## config.mk

```make
export PLATFORM = sky130hd
export DESIGN_NAME = pmc_top
export DESIGN_NICKNAME = d
export VERILOG_FILES = /design/src/rtl/pmc_pkg.sv /design/src/rtl/pmc_mode_fsm.sv /design/src/rtl/pmc_miss_clk.sv /design/src/rtl/pmc_reset_seq.sv /design/src/rtl/pmc_top.sv
export SDC_FILE = /design/constraint.sdc
export NUM_CORES = 1
export LEC_CHECK = 0
export BUFFER_PORTS_ARGS = -buffer_cell sky130_fd_sc_hd__buf_4
export CAP_MARGIN = 5
export CORE_AREA = 4 4 52 54
export DETAILED_ROUTE_END_ITERATION = 8
export DIE_AREA = 0 0 56 58
export GPL_ROUTABILITY_DRIVEN = 0
export GPL_TIMING_DRIVEN = 0
export PLACE_DENSITY_LB_ADDON = 0.15
export SETUP_SLACK_MARGIN = 0.4
export SKIP_CTS_REPAIR_TIMING = 1
export SLEW_MARGIN = 20
export SYNTH_ARGS = -nofsm -noshare
export SYNTH_HDL_FRONTEND = slang
export SYNTH_HIERARCHICAL = 1
export SYNTH_SLANG_ARGS = --single-unit
export TNS_END_PERCENT = 20
```

## constraint.sdc

```tcl
create_clock -name clk -period 2.9 [get_ports clk]
set_clock_uncertainty 0.15 [all_clocks]
set_input_delay 0.58 -clock clk [delete_from_list [all_inputs] [get_ports clk]]
set_output_delay 0.58 -clock clk [all_outputs]
set_load 0.005 [all_outputs]
```

## src/rtl/pmc_pkg.sv

```systemverilog
// Shared constants and types for the low-power mode controller.
package pmc_pkg;
    localparam int CTL_W    = 3;
    localparam int IDLE_BIT = 0;
    localparam int STOP_BIT = 1;
    localparam int MCD_BIT  = 2;
    localparam int NSRC     = 4;              // ext, watchdog, comparator, convert-start
    localparam logic [CTL_W-1:0] CTL_RESET = 3'b100;

    typedef enum logic [1:0] {
        PM_RUN  = 2'd0,
        PM_IDLE = 2'd1,
        PM_STOP = 2'd2
    } pm_state_t;

    typedef enum logic [2:0] {
        WC_NONE = 3'd0,
        WC_IRQ  = 3'd1,
        WC_EXT  = 3'd2,
        WC_MCD  = 3'd3,
        WC_CMP  = 3'd4,
        WC_CNV  = 3'd5
    } wake_cause_t;
endpackage

```

## src/rtl/pmc_mode_fsm.sv

```systemverilog
// Power-control register and mode state machine.
// Assumes: rst_hold covers both a same-cycle reset request and an active reset
// pulse; retire marks completion of the instruction in flight.
module pmc_mode_fsm
    import pmc_pkg::*;
(
    input  logic             clk,
    input  logic             rst_n,
    input  logic             rst_hold,
    input  logic             ctl_wr,
    input  logic [CTL_W-1:0] ctl_wdata,
    input  logic             retire,
    input  logic             irq_hit,
    output logic [CTL_W-1:0] ctl_q,
    output pm_state_t        state,
    output logic             irq_wake
);
    logic idle_q, stop_q, mcd_q;
    pm_state_t cur;

    // Register bits and mode transitions.
    always_ff @(posedge clk) begin
        if (!rst_n || rst_hold) begin
            cur    <= PM_RUN;
            idle_q <= CTL_RESET[IDLE_BIT];
            stop_q <= CTL_RESET[STOP_BIT];
            mcd_q  <= CTL_RESET[MCD_BIT];
        end else begin
            case (cur)
                PM_RUN: begin
                    if (ctl_wr) begin
                        idle_q <= ctl_wdata[IDLE_BIT];
                        stop_q <= ctl_wdata[STOP_BIT];
                        mcd_q  <= ctl_wdata[MCD_BIT];
                    end
                    if (retire && stop_q)      cur <= PM_STOP;
                    else if (retire && idle_q) cur <= PM_IDLE;
                end
                PM_IDLE: begin
                    if (irq_hit) begin
                        cur    <= PM_RUN;
                        idle_q <= 1'b0;
                    end
                end
                default: cur <= PM_STOP;
            endcase
        end
    end

    // Outputs.
    always_comb begin
        ctl_q           = '0;
        ctl_q[IDLE_BIT] = idle_q;
        ctl_q[STOP_BIT] = stop_q;
        ctl_q[MCD_BIT]  = mcd_q;
        state           = cur;
        irq_wake        = (cur == PM_IDLE) && irq_hit && !rst_hold;
    end

    p_idle_needs_retire_r2: assert property (@(posedge clk) disable iff (!rst_n)
        (cur == PM_IDLE && $past(cur) == PM_RUN) |-> $past(retire));
    p_stop_only_reset_r5: assert property (@(posedge clk) disable iff (!rst_n)
        ($past(cur) == PM_STOP && cur != PM_STOP) |-> $past(rst_hold));
    p_irq_clears_idle_r4: assert property (@(posedge clk) disable iff (!rst_n)
        (cur == PM_IDLE && irq_hit && !rst_hold) |=> (cur == PM_RUN && !idle_q));
    p_asleep_write_ignored_r10: assert property (@(posedge clk) disable iff (!rst_n)
        (cur != PM_RUN && !rst_hold && !irq_hit) |=> $stable({stop_q, mcd_q}));
endmodule

```

## src/rtl/pmc_miss_clk.sv

```systemverilog
// Missing-clock detector: counts reference cycles since the last system clock
// strobe and trips when the window elapses. Assumes MCD_LIMIT >= 2.
module pmc_miss_clk #(
    parameter int MCD_LIMIT = 100
) (
    input  logic clk,
    input  logic rst_n,
    input  logic enable,
    input  logic tick,
    input  logic clr,
    output logic trip
);
    localparam int CW = $clog2(MCD_LIMIT);
    localparam logic [CW-1:0] LAST = CW'(MCD_LIMIT - 1);

    logic [CW-1:0] cnt;

    // Silence counter, restarted by any activity, disable or reset.
    always_ff @(posedge clk) begin
        if (!rst_n || !enable || tick || clr) cnt <= '0;
        else if (cnt != LAST)                 cnt <= cnt + 1'b1;
    end

    // Trip on the final silent cycle.
    always_comb trip = enable && !tick && !clr && (cnt == LAST);

    p_trip_after_silence_r9: assert property (@(posedge clk) disable iff (!rst_n)
        trip |-> ($past(!tick) && $past(enable)));
    p_disabled_idle_r9: assert property (@(posedge clk) disable iff (!rst_n)
        !enable |=> cnt == '0);
endmodule

```

## src/rtl/pmc_reset_seq.sv

```systemverilog
// Reset request combiner: stretches any request into a fixed-length pulse and
// keeps the wake cause and vector select. Assumes requests are synchronous.
module pmc_reset_seq
    import pmc_pkg::*;
#(
    parameter int RST_LEN = 4
) (
    input  logic        clk,
    input  logic        rst_n,
    input  logic [NSRC-1:0] req_vec,    // [0] ext, [1] watchdog, [2] cmp, [3] cnv
    input  logic        irq_wake,
    output logic        rst_req,
    output logic        sys_rst,
    output wake_cause_t cause,
    output logic        vec_sel
);
    localparam int RW = $clog2(RST_LEN + 1);

    logic [RW-1:0] cnt;
    wake_cause_t   cause_nxt;

    // Priority encode: lowest source index wins.
    always_comb begin
        rst_req   = |req_vec;
        cause_nxt = WC_NONE;
        for (int i = NSRC - 1; i >= 0; i--) begin
            if (req_vec[i]) cause_nxt = wake_cause_t'(3'(i + 2));
        end
    end

    // Pulse stretcher.
    always_ff @(posedge clk) begin
        if (!rst_n)          cnt <= '0;
        else if (rst_req)    cnt <= RW'(RST_LEN);
        else if (cnt != '0)  cnt <= cnt - 1'b1;
    end

    // Wake cause and restart vector.
    always_ff @(posedge clk) begin
        if (!rst_n) begin
            cause   <= WC_NONE;
            vec_sel <= 1'b1;
        end else if (rst_req) begin
            cause   <= cause_nxt;
            vec_sel <= 1'b1;
        end else if (irq_wake) begin
            cause   <= WC_IRQ;
            vec_sel <= 1'b0;
        end
    end

    always_comb sys_rst = (cnt != '0);

    p_req_starts_pulse_r7: assert property (@(posedge clk) disable iff (!rst_n)
        rst_req |=> sys_rst);
    p_ext_wins_r8: assert property (@(posedge clk) disable iff (!rst_n)
        req_vec[0] |=> cause == WC_EXT);
    p_irq_resume_r8: assert property (@(posedge clk) disable iff (!rst_n)
        (irq_wake && !rst_req) |=> (cause == WC_IRQ && !vec_sel));
endmodule

```

## src/rtl/pmc_top.sv

```systemverilog
// Low-power mode controller top: wires the register/state machine, the
// missing-clock detector and the reset sequencer, and decodes the enables.
// Assumes clk is an always-on reference independent of the system clock.
module pmc_top
    import pmc_pkg::*;
#(
    parameter int NIRQ      = 2,
    parameter int MCD_LIMIT = 100,
    parameter int RST_LEN   = 4
) (
    input  logic             clk,
    input  logic             rst_n,
    input  logic             ctl_wr,
    input  logic [CTL_W-1:0] ctl_wdata,
    output logic [CTL_W-1:0] ctl_rd,
    input  logic             retire,
    input  logic [NIRQ-1:0]  irq_req,
    input  logic [NIRQ-1:0]  irq_en,
    input  logic             ext_rst_req,
    input  logic             cmp_rst_req,
    input  logic             cnv_rst_req,
    input  logic             sys_tick,
    output logic             cpu_clk_en,
    output logic             flash_clk_en,
    output logic             periph_clk_en,
    output logic             osc_en,
    output logic             sys_rst,
    output logic             wake_vec_sel,
    output logic [2:0]       wake_cause
);
    logic            irq_hit, irq_wake, rst_req, mcd_trip, rst_hold;
    logic [CTL_W-1:0] ctl_q;
    logic [NSRC-1:0] req_vec;
    pm_state_t       state;
    wake_cause_t     cause;

    // Request gathering.
    always_comb begin
        irq_hit  = |(irq_req & irq_en);
        req_vec  = {cnv_rst_req, cmp_rst_req, mcd_trip, ext_rst_req};
        rst_hold = rst_req || sys_rst;
    end

    pmc_mode_fsm u_fsm (
        .clk(clk), .rst_n(rst_n), .rst_hold(rst_hold),
        .ctl_wr(ctl_wr), .ctl_wdata(ctl_wdata), .retire(retire),
        .irq_hit(irq_hit), .ctl_q(ctl_q), .state(state), .irq_wake(irq_wake)
    );

    pmc_miss_clk #(.MCD_LIMIT(MCD_LIMIT)) u_mcd (
        .clk(clk), .rst_n(rst_n), .enable(ctl_q[MCD_BIT]),
        .tick(sys_tick), .clr(sys_rst), .trip(mcd_trip)
    );

    pmc_reset_seq #(.RST_LEN(RST_LEN)) u_rst (
        .clk(clk), .rst_n(rst_n), .req_vec(req_vec), .irq_wake(irq_wake),
        .rst_req(rst_req), .sys_rst(sys_rst), .cause(cause), .vec_sel(wake_vec_sel)
    );

    // Enable decode per mode.
    always_comb begin
        cpu_clk_en    = (state == PM_RUN);
        flash_clk_en  = (state == PM_RUN);
        periph_clk_en = (state != PM_STOP);
        osc_en        = (state != PM_STOP);
        ctl_rd        = ctl_q;
        wake_cause    = cause;
    end

    p_stop_dark_r5: assert property (@(posedge clk) disable iff (!rst_n)
        ($past(state) == PM_STOP && !$past(rst_hold)) |-> (!osc_en && !cpu_clk_en));
    p_idle_periph_on_r3: assert property (@(posedge clk) disable iff (!rst_n)
        !cpu_clk_en |-> (flash_clk_en == periph_clk_en ? 1'b0 : 1'b1) || !osc_en);
endmodule

```

Yosys cells after proc, flatten, opt, wreduce, memory -nomap -nowiden:

Index checks and enable logic that the tools add are counted.

* memories kept: 0
* word-level logic and storage cells: 63
* flip-flop bits (word level): 19
* memory bits (writable): 0
* input port bits: 15
* latch bits: 0
* output and inout bits: 12
* bits in read-only memories: 0

* equality and inequality tests: 7
* shifts and indexed selects: 0
* order comparisons: 0
* div/mod/pow operators: 0
* bitwise operators: 2
* reductions and logical operators: 28
* add/sub/neg operators: 2
* multiply operators: 0
* muxes and demuxes: 15

Operators with widths (number)
* $mux 3: 8
* $add 7x1->7 const B: 1
* $eq 7x7->1 const B: 1
* $logic_and 1x1->1: 7
* $ne 7x7->1 const B: 1
* $mux 2: 3
* $reduce_bool 2->1: 3
* $logic_not 1->1: 5
* $logic_or 1x1->1: 5
* $reduce_or 5->1: 1
* $ne 2x2->1 const B: 2
* $pmux 2 s2: 1
* $reduce_and 2->1: 2
* $reduce_or 4->1: 1
* $ne 3x1->1 const B: 1
* $reduce_and 3->1: 1
* $reduce_bool 3->1: 1
* $sub 3x1->3 const B: 1
* $and 2x2->2: 1
* $eq 2x1->1 const B: 1
* $logic_not 2->1: 1
* $mux 1: 2
* $ne 2x1->1 const B: 1
* $pmux 1 s2: 1
* 2 further kinds: 2

Longest topological paths before layout:

Gate-level depths: netlist of the first run.

* word-level depth: 10
* gate-level depth with buffers: 11
* depth with buffers taken out: 11

Hierarchy:

The synthesis of the first run kept the hierarchy.

Modules (own cells, without submodules)
* pmc_miss_clk: sequential area each 140.1 um2, times used 1, cells an instance 36, area each 346.6 um2
* pmc_reset_seq: sequential area each 140.1 um2, times used 1, cells an instance 36, area each 336.6 um2
* pmc_mode_fsm: sequential area each 100.1 um2, times used 1, cells an instance 27, area each 254.0 um2
* pmc_top: sequential area each 0.0 um2, times used 1, cells an instance 6, area each 40.0 um2

Worst setup path before layout of the first run:

OpenSTA, ideal clock, no wires.

* path kind: reg-to-reg
* start: register u_rst.cnt[0]
* end: register u_rst.vec_sel
* data arrival time: 2.578 ns
* required time: 2.616 ns
* stages on the path, launching flop included: 12
* slack: 0.038 ns
* library setup time: 0.134 ns
* clock period less this slack: 2.862 ns
* buffers on the path: 0
* cells stage by stage: dfxtp_1 inv_1 ha_1 ha_1 inv_1 and4bb_1 nor4_1 inv_1 or2_1 nor4bb_1 nor2b_1 or4_1

* word-level cells in the longest chain between the ends: 8
* elaborated cells on any way between the ends: 9
* classes of those cells: 9 x reduce/logical

RTL lines
* from (decl): RTL line pmc_reset_seq.sv:19 `logic [RW-1:0] cnt;`
* from (signal assigned): RTL line pmc_reset_seq.sv:34 `else if (rst_req) cnt <= RW'(RST_LEN);`
* from (signal assigned): RTL line pmc_reset_seq.sv:35 `else if (cnt != '0) cnt <= cnt - 1'b1;`
* $reduce_bool 3->1: RTL line pmc_reset_seq.sv:52 `always_comb sys_rst = (cnt != '0);`
* net sys_rst: RTL line pmc_top.sv:27 `output logic sys_rst,`
* $logic_not 1->1: RTL line pmc_miss_clk.sv:25 `always_comb trip = enable && !tick && !clr && (cnt == LAST);`
* $logic_and 1x1->1 (2 in a row): RTL line pmc_miss_clk.sv:25
* net mcd_trip: RTL line pmc_top.sv:31 `logic irq_hit, irq_wake, rst_req, mcd_trip, rst_hold;`
* $reduce_or 4->1: RTL line pmc_reset_seq.sv:24 `rst_req = |req_vec;`
* net rst_req: RTL line pmc_top.sv:31
* $logic_or 1x1->1: RTL line pmc_top.sv:41 `rst_hold = rst_req || sys_rst;`
* net rst_hold: RTL line pmc_top.sv:31
* $logic_not 1->1: RTL line pmc_mode_fsm.sv:57 `irq_wake = (cur == PM_IDLE) && irq_hit && !rst_hold;`
* $logic_and 1x1->1: RTL line pmc_mode_fsm.sv:57
* net irq_wake: RTL line pmc_top.sv:31
* to (signal assigned): RTL line pmc_reset_seq.sv:42 `vec_sel <= 1'b1;`
* to (signal assigned): RTL line pmc_reset_seq.sv:45 `vec_sel <= 1'b1;`
* to (signal assigned): RTL line pmc_reset_seq.sv:48 `vec_sel <= 1'b0;`
* to (decl): RTL line pmc_reset_seq.sv:15 `output logic vec_sel`

The timed path passes the listed nets, and every way through them passes these cells.
A chain may end at the register's enable or synchronous reset.

Worst setup path after layout of the first run:

* start: register u_rst.cnt[0]
* end: register u_rst.vec_sel

* word-level cells in the longest chain between the ends: 8
* elaborated cells on any way between the ends: 9
* classes of those cells: 9 x reduce/logical

RTL lines (RTL line)
* $reduce_bool 3->1: pmc_reset_seq.sv:52
* $logic_not 1->1: pmc_miss_clk.sv:25
* $logic_and 1x1->1 (2 in a row): pmc_miss_clk.sv:25
* net mcd_trip: pmc_top.sv:31
* $reduce_or 4->1: pmc_reset_seq.sv:24
* net rst_req: pmc_top.sv:31
* $logic_or 1x1->1: pmc_top.sv:41
* net rst_hold: pmc_top.sv:31
* $logic_not 1->1: pmc_mode_fsm.sv:57
* $logic_and 1x1->1: pmc_mode_fsm.sv:57
* net irq_wake: pmc_top.sv:31

The timed path passes the listed nets, and every way through them passes these cells.

==> summary.txt, run 1 <==
Outcome
  – Status: finished, final reports clean

Clock tree
  – Total CTS buffers: 3
  – Clk_lat worst skew: 290 ps
  – CTS tree: done
  – Sinks on Clock Net: 19
  – Worst-path clk slew: between 100 and 150 ps
  – CTS H-tree depth: 1
  – CTS root buf: clkbuf_4
  – Clk buf depth: 2

Pwr
  – Pwr dens: approximately 350 nW/um^2
  – Sw Share: 0.241
  – Net switching power: between 0.1 and 0.15 mW
  – Register share of total power: 0.570
  – Maximum vdd drop: between 200 and 250 uV
  – Cell-internal power: about 0.36 mW
  – Leak: roughly 0.53 nW
  – Clock power frac: 0.290
  – Combinational share of power: 0.140

STA
  – Worst Max-Slew Pin Slew: between 300 and 400 ps
  – RSZ-0062 raised after global routing: yes
  – Hold Worst Slack: between 300 and 400 ps
  – Final hold violation count: 0
  – Fin crit share: 0.923
  – Slew Viols, Final: 0
  – Setup violators final: 0
  – Post-route minimum period: ~2700 ps
  – Max_slew headroom: 0.745
  – Worst setup margin: around 220 ps
  – Fmax: 374 MHz

Synthesis
  – Seq cells post-synth: 19
  – Syn_nets: roughly 120
  – Number of synthesized flops with an enable pin: 0
  – Synth unique cells: 35
  – Ys Warns: 6
  – Area contributors post-synth: dfxtp_1 (39%), ha_1 (5.1%), and4bb_1 (3.8%), buf_4 (3.8%), nor2b_1 (3.8%)
  – Ys flop type: dfxtp_1
  – Register area share after synthesis: 0.389
  – Async S/R FF share, synth: 0
  – Yosys top cell area share: 0.389
  – Avg Inst Size Synth: 9.31 um^2
  – Yosys top cell by area: dfxtp_1
  – Synthesized area: between 900 and 1000 um^2
  – Syn Inst Count: between 100 and 150

Detailed routing
  – DR pass1 iterations: 4
  – Met2 wire len: approximately 1100 um
  – DR WL/cell: between 10 and 15 um
  – Vias post-DR: around 840
  – Met3 Wirelength: ~95 um
  – Uppermost routed layer: met4
  – M1 wire length: between 900 and 1000 um
  – Final ANT Viol Nets: 0
  – Vias per inst: 5.04
  – Total Routed Length: ~2100 um
  – Initial DRC Count: 15
  – DRC violations left: 0

Critical path
  – Worst Setup Path Type: register to register
  – CP max FO: 5
  – Critical Path Start Type: register
  – Crit. End Element: register
  – WP data arrival: roughly 2700 ps
  – WP data required: slightly below 3000 ps
  – R2r setup slk: 220 ps

Cells and area
  – FF+latch area: between 300 and 400 um^2
  – # diodes: 0
  – Synth-to-layout area growth: 39.4%
  – Total Nets Final: between 150 and 200
  – Filler instances: 190
  – Final instance area: between 1000 and 1500 um^2
  – Layout cells sized above 1: 0.453
  – Multi-input logic area: slightly above 600 um^2

Global route
  – Vias in the first global route: a little over 800
  – GRT Resource Usage Total: 0.130
  – First-pass GRT wire length: between 3000 and 4000 um
  – Largest net degree at the start of global routing: 11
  – Initial antenna violation count: 0
  – Remaining global-route overflow: 0

Run
  – Max-cap violations: 0

Floorplan
  – Die Y-Extent: between 50 and 60 um
  – IO Count: 27
  – Core area: 2210 um^2
  – Starting Density: 0.442
  – Floorplan row count: 17
  – Die ar.: 3250 um^2
  – Die X: roughly 56 um

Placement
  – Pre-CTS setup slack: 13.2 ps
  – Port bufs: 26
  – Post-DP HPWL: between 1500 and 2000 um
  – DP Area: between 1000 and 1500 um^2

Hold path
  – Min-delay worst type: primary input to register
## layer usage
metal / up-vias / track usage
li1: 439 / -
met1: 383 / 0.151
met2: 18 / 0.232
met3: 2 / 0.0223
met4: 0 / 0.0610
met5: - / 0
## sequential cells by signal, summed over array words and instances (netlist names)
signal / cells
u_rst/cause: 3
u_rst/vec_sel: 1
u_fsm/stop_q: 1
u_fsm/idle_q: 1
u_mcd/cnt: 7
u_fsm/state: 2
u_fsm/mcd_q: 1
u_rst/cnt: 3
## placed cells by master (no fill, tap or decap), types with 3 or more instances in the layout
| master | count |
|---|---|
| ha_4 | 3 |
| dfxtp_1 | 13 |
| nor2_1 | 6 |
| nand2b_1 | 4 |
| dfxtp_2 | 4 |
| buf_4 | 35 |
| a21oi_1 | 7 |
| clkbuf_4 | 3 |
| nor2b_1 | 5 |
| nand2_1 | 3 |
| o21ai_0 | 5 |
| xor2_1 | 3 |
| nor3_1 | 4 |
| inv_1 | 5 |
## metrics by stage
stage	total power, mW	util	cells	TNS (ps)
final	0.471	0.616	167	0
after global routing	0.495	0.616	167	0
after CTS	0.471	0.590	163	-9.15
after detailed placement	0.335	0.578	159	0
after global placement	0.334	0.578	159	0
after floorplan	0.306	-	105	0
## path summary, 6_finish.rpt
| path | from | to | cells past startpoint |
|---|---|---|---|
| hold reg to reg | u_rst/cause[2]$_SDFFE_PN0P_ | u_rst/cause[2]$_SDFFE_PN0P_ | 2 |
| setup / recovery | u_rst/cnt[0]$_SDFFE_PP0P_ | u_rst/vec_sel$_SDFFE_PP1P_ | 11 |
| hold / removal | ctl_wdata[2] | u_fsm/mcd_q$_SDFFE_PP1P_ | 2 |
| setup reg to reg | u_rst/cnt[0]$_SDFFE_PP0P_ | u_rst/vec_sel$_SDFFE_PP1P_ | 11 |
## cell type report
class                           count  share of cell area
Multi-Input combinational cell     73               0.450
Sequential cell                    19               0.288
Timing Repair Buffer               30               0.165
Buffer                              5              0.0275
Tap cell                           28              0.0257
Inverter                            8              0.0239
Clock buffer                        4              0.0193
## synth_stat cells, types with 2 or more instances
cell	n
dfxtp_1	19
inv_1	8
a21oi_1	7
nor2_1	6
nor2b_1	6
buf_4	5
o21ai_0	5
ha_1	4
nand2b_1	4
nor3_1	4
and4bb_1	3
nand2_1	3
xor2_1	3
a2111oi_0	2
mux2i_1	2
nand3_1	2
nand4_1	2
nor4_1	2
or3_1	2
## worst max-delay path, stage by stage, from the launching register on
cell and delay, ps:
dfxtp_2 350, inv_2 40, ha_4 160, ha_4 180
inv_4 70, and4bb_2 270, nor4_4 160, inv_1 70
or2_4 270, nor4bb_4 340, nor2b_1 90, or4_1 410
## cells by family after synthesis
kind of cell	after synthesis	share of synthesized area
flops	19	0.389
mux	2	0.0205
fa+ha+maj	4	0.0512
compound gates	18	0.114
simple gates	45	0.320
xor+xnor	4	0.0359
buf+inv	13	0.0691
## power by group through the flow
stage                     Sequential (mW)  Combinational, mW  Clock [mW]
after floorplan                     0.275             0.0306           0
after global placement              0.275             0.0581           0
after detailed placement            0.276             0.0596           0
after CTS                           0.270             0.0601       0.141
after global routing                0.269             0.0720       0.154
final                               0.268             0.0661       0.136
No activity file was read; power rests on OpenSTA's default activity.
==> run 2: changes to the inputs <==
- SYNTH_HIERARCHICAL: 1 -> default
==> run 2 against run 1 <==
Against the previous run:
- total power down 3.2%
- clock-buffer cell count down 1
- via count up 5.0%
- global-route usage up 0.67 points
- sequential power about the same
- maximum frequency up 23%
- cell count up 1.2%
- combinational power down 18%
- synthesized cell count up 5.7%
==> summary.txt, run 2 <==
Synthesis
  – Yosys top cell area share: 0.384
  – Synth unique cells: 37
  – Seq cells post-synth: 19
  – Area contributors post-synth: dfxtp_1 (38%), ha_1 (5.1%), buf_4 (3.8%), nor3_1 (3.5%), nand2_1 (3.0%)
  – Async S/R FF share, synth: 0
  – Most frequent cell after synthesis: dfxtp_1
  – Avg Inst Size Synth: roughly 8.9 um^2
  – Number of synthesized flops with an enable pin: 0
  – Yosys top cell by area: dfxtp_1
  – Syn Inst Count: 111
  – Synthesized area: between 900 and 1000 um^2
  – Leading cell types by count after synthesis: dfxtp_1 (19), nand2_1 (8), inv_1 (7), nor3_1 (7), nor2_1 (6)
  – Register area share after synthesis: 0.384
  – Ys Warns: 0
  – Ys flop type: dfxtp_1
  – Syn_nets: 130

Critical path
  – Critical Path End: sys_rst
  – Crit. End Element: primary output
  – Worst Setup Path Type: register to primary output
  – CP max FO: 8
  – WP data arrival: approximately 1400 ps
  – R2r setup slk: 900 ps
  – RR Endpoint: u_rst.cause[1]$_SDFFE_PN0P_
  – R2r startpoint: u_rst.cnt[0]$_SDFFE_PP0P_
  – R2R depth: 7
  – Crit. Startpoint: u_rst.cnt[0]$_SDFFE_PP0P_
  – Critical Path Start Type: register
  – WP data required: 2170 ps

Pwr
  – Pwr dens: ~360 nW/um^2
  – Maximum vdd drop: 201 uV
  – Final Power: 0.455 mW
  – Leak: 0.515 nW

Detailed routing
  – DRC violations left: 0
  – DR pass1 iterations: 4
  – Total Routed Length: approximately 2100 um
  – DR WL/cell: 12.4 um
  – Initial DRC Count: 19
  – Final ANT Viol Nets: 0
  – Vias per inst: ~5.2
  – Vias post-DR: between 800 and 900

Cells and area
  – Multi-input logic area: about 540 um^2
  – Filler instances: roughly 220
  – Synth-to-layout area growth: 26.0%
  – Top flop regs: u_mcd.cnt (7), u_rst.cause (3), u_rst.cnt (3)
  – Largest register FFs: 7
  – Commonest non-fill, non-tap cell in the layout: buf_4
  – Most frequent cells in the layout: buf_4 (31), dfxtp_1 (19), nand2_1 (8), inv_1 (7), nor3_1 (7)
  – Final design utilization: 0.564
  – Layout cells sized above 1: 0.284
  – FF+latch area: ~380 um^2
  – Largest reg by FF count: u_mcd.cnt
  – # diodes: 0
  – Total Nets Final: between 150 and 200
  – Layout Cells excl Fill: around 170

STA
  – Max_slew headroom: 0.658
  – RSZ-0062 raised after global routing: no
  – Fmax: 460 MHz
  – Worst setup margin: slightly above 700 ps
  – Slew Viols, Final: 0
  – Setup TNS Final: 0 ps
  – Worst Max-Slew Pin Slew: a little over 500 ps
  – Setup violators final: 0
  – Post-route minimum period: between 2000 and 2500 ps
  – Final hold violation count: 0
  – Fin crit share: 0.749

Placement
  – Pre-CTS setup slack: 912 ps
  – Placed insts: between 150 and 200
  – Post-DP HPWL: around 1700 um
  – Port bufs: 26

Global route
  – Remaining global-route overflow: 0
  – Largest net degree at the start of global routing: 12
  – First-pass GRT wire length: about 3600 um
  – Vias in the first global route: between 800 and 900
  – Initial antenna violation count: 0
  – GRT Resource Usage Total: 0.137

Clock tree
  – Sinks on Clock Net: 19
  – Worst-path clk slew: 110 ps
  – Clk_lat worst skew: just under 300 ps
  – CTS H-tree depth: 1
  – CTS tree: done
  – Clk buf depth: 2
  – CTS root buf: clkbuf_4
  – Total CTS buffers: 3

Floorplan
  – Starting Density: 0.448
  – Die ar.: between 3000 and 4000 um^2
  – Die Y-Extent: between 50 and 60 um
  – IO Count: 27
  – Core area: about 2200 um^2
  – Floorplan row count: 17
  – Die X: ~56 um

Hold path
  – Min-delay worst type: primary input to register
  – Min-delay src: ctl_wdata[2]

Run
  – Max-cap violations: 0

Outcome
  – Status: finished, final reports clean
==> run 2: changes by cell type after synthesis, moves of 3 or more <==
cell,delta
and2_1,+3
and3_1,+4
and4bb_1,-3
nand2_1,+5
nand3_1,+3
nor2b_1,-6
nor3_1,+3
==> run 2: worst min path at each step <==
stage / to / slack, ps / depth (start not counted)
6_report: u_fsm.mcd_q$_SDFFE_PP1P_ / 330 / 2
5_1_grt: u_fsm.mcd_q$_SDFFE_PP1P_ / 320 / 2
4_1_cts: u_fsm.mcd_q$_SDFFE_PP1P_ / 330 / 2
3_5_place_dp: u_rst.cause[2]$_SDFFE_PN0P_ / 330 / 2
3_3_place_gp: u_rst.cause[2]$_SDFFE_PN0P_ / 330 / 2
2_1_floorplan: u_mcd.cnt[6]$_SDFFE_PP0P_ / 310 / 2
==> run 2: final cells by class <==
| cell class | count | share of cell area |
|---|---|---|
| clock inverter | 1 | 0.00401 |
| buffer | 7 | 0.0371 |
| tap | 28 | 0.0281 |
| timing repair buffer | 26 | 0.156 |
| inverter | 7 | 0.0210 |
| multi-input combinational | 78 | 0.431 |
| clock buffer | 3 | 0.0180 |
| sequential | 19 | 0.305 |
==> run 2: metrics by stage <==
stage | instance area, um^2 | hold slack [ps]
detailed placement | 1220 | 326
finish | 1250 | 333
global route | 1250 | 319
floorplan | 991 | 312
global placement | 1220 | 327
CTS | 1250 | 328
==> run 2: cells by family after synthesis <==
family                     Yosys count  share of synthesized area
and+or+nand+nor                     46                      0.270
AOI/OAI and AO/OA                   22                      0.167
DFF                                 19                      0.384
buffers and inverters               14                     0.0732
xor gates and xnor gates             4                     0.0354
adders and majority gates            4                     0.0505
muxes                                2                     0.0202
==> run 2: worst max-delay path: stages, from the launching register on <==
cell	delay (ps)
dfxtp_1	370
inv_1	50
ha_1	200
ha_1	190
buf_2	180
inv_1	70
buf_4	100
==> run 2: power by group <==
part	internal [mW]	switching [mW]
Sequential	0.266	0.00360
Clock	0.0512	0.0802
Combinational	0.0307	0.0238
Total	0.348	0.108
==> run 2: per-layer routing <==
layer	track usage	share of wire
met1	0.172	0.46
met2	0.229	0.49
met3	0.0245	0.048
met4	0.0610	0.0048
met5	0	0
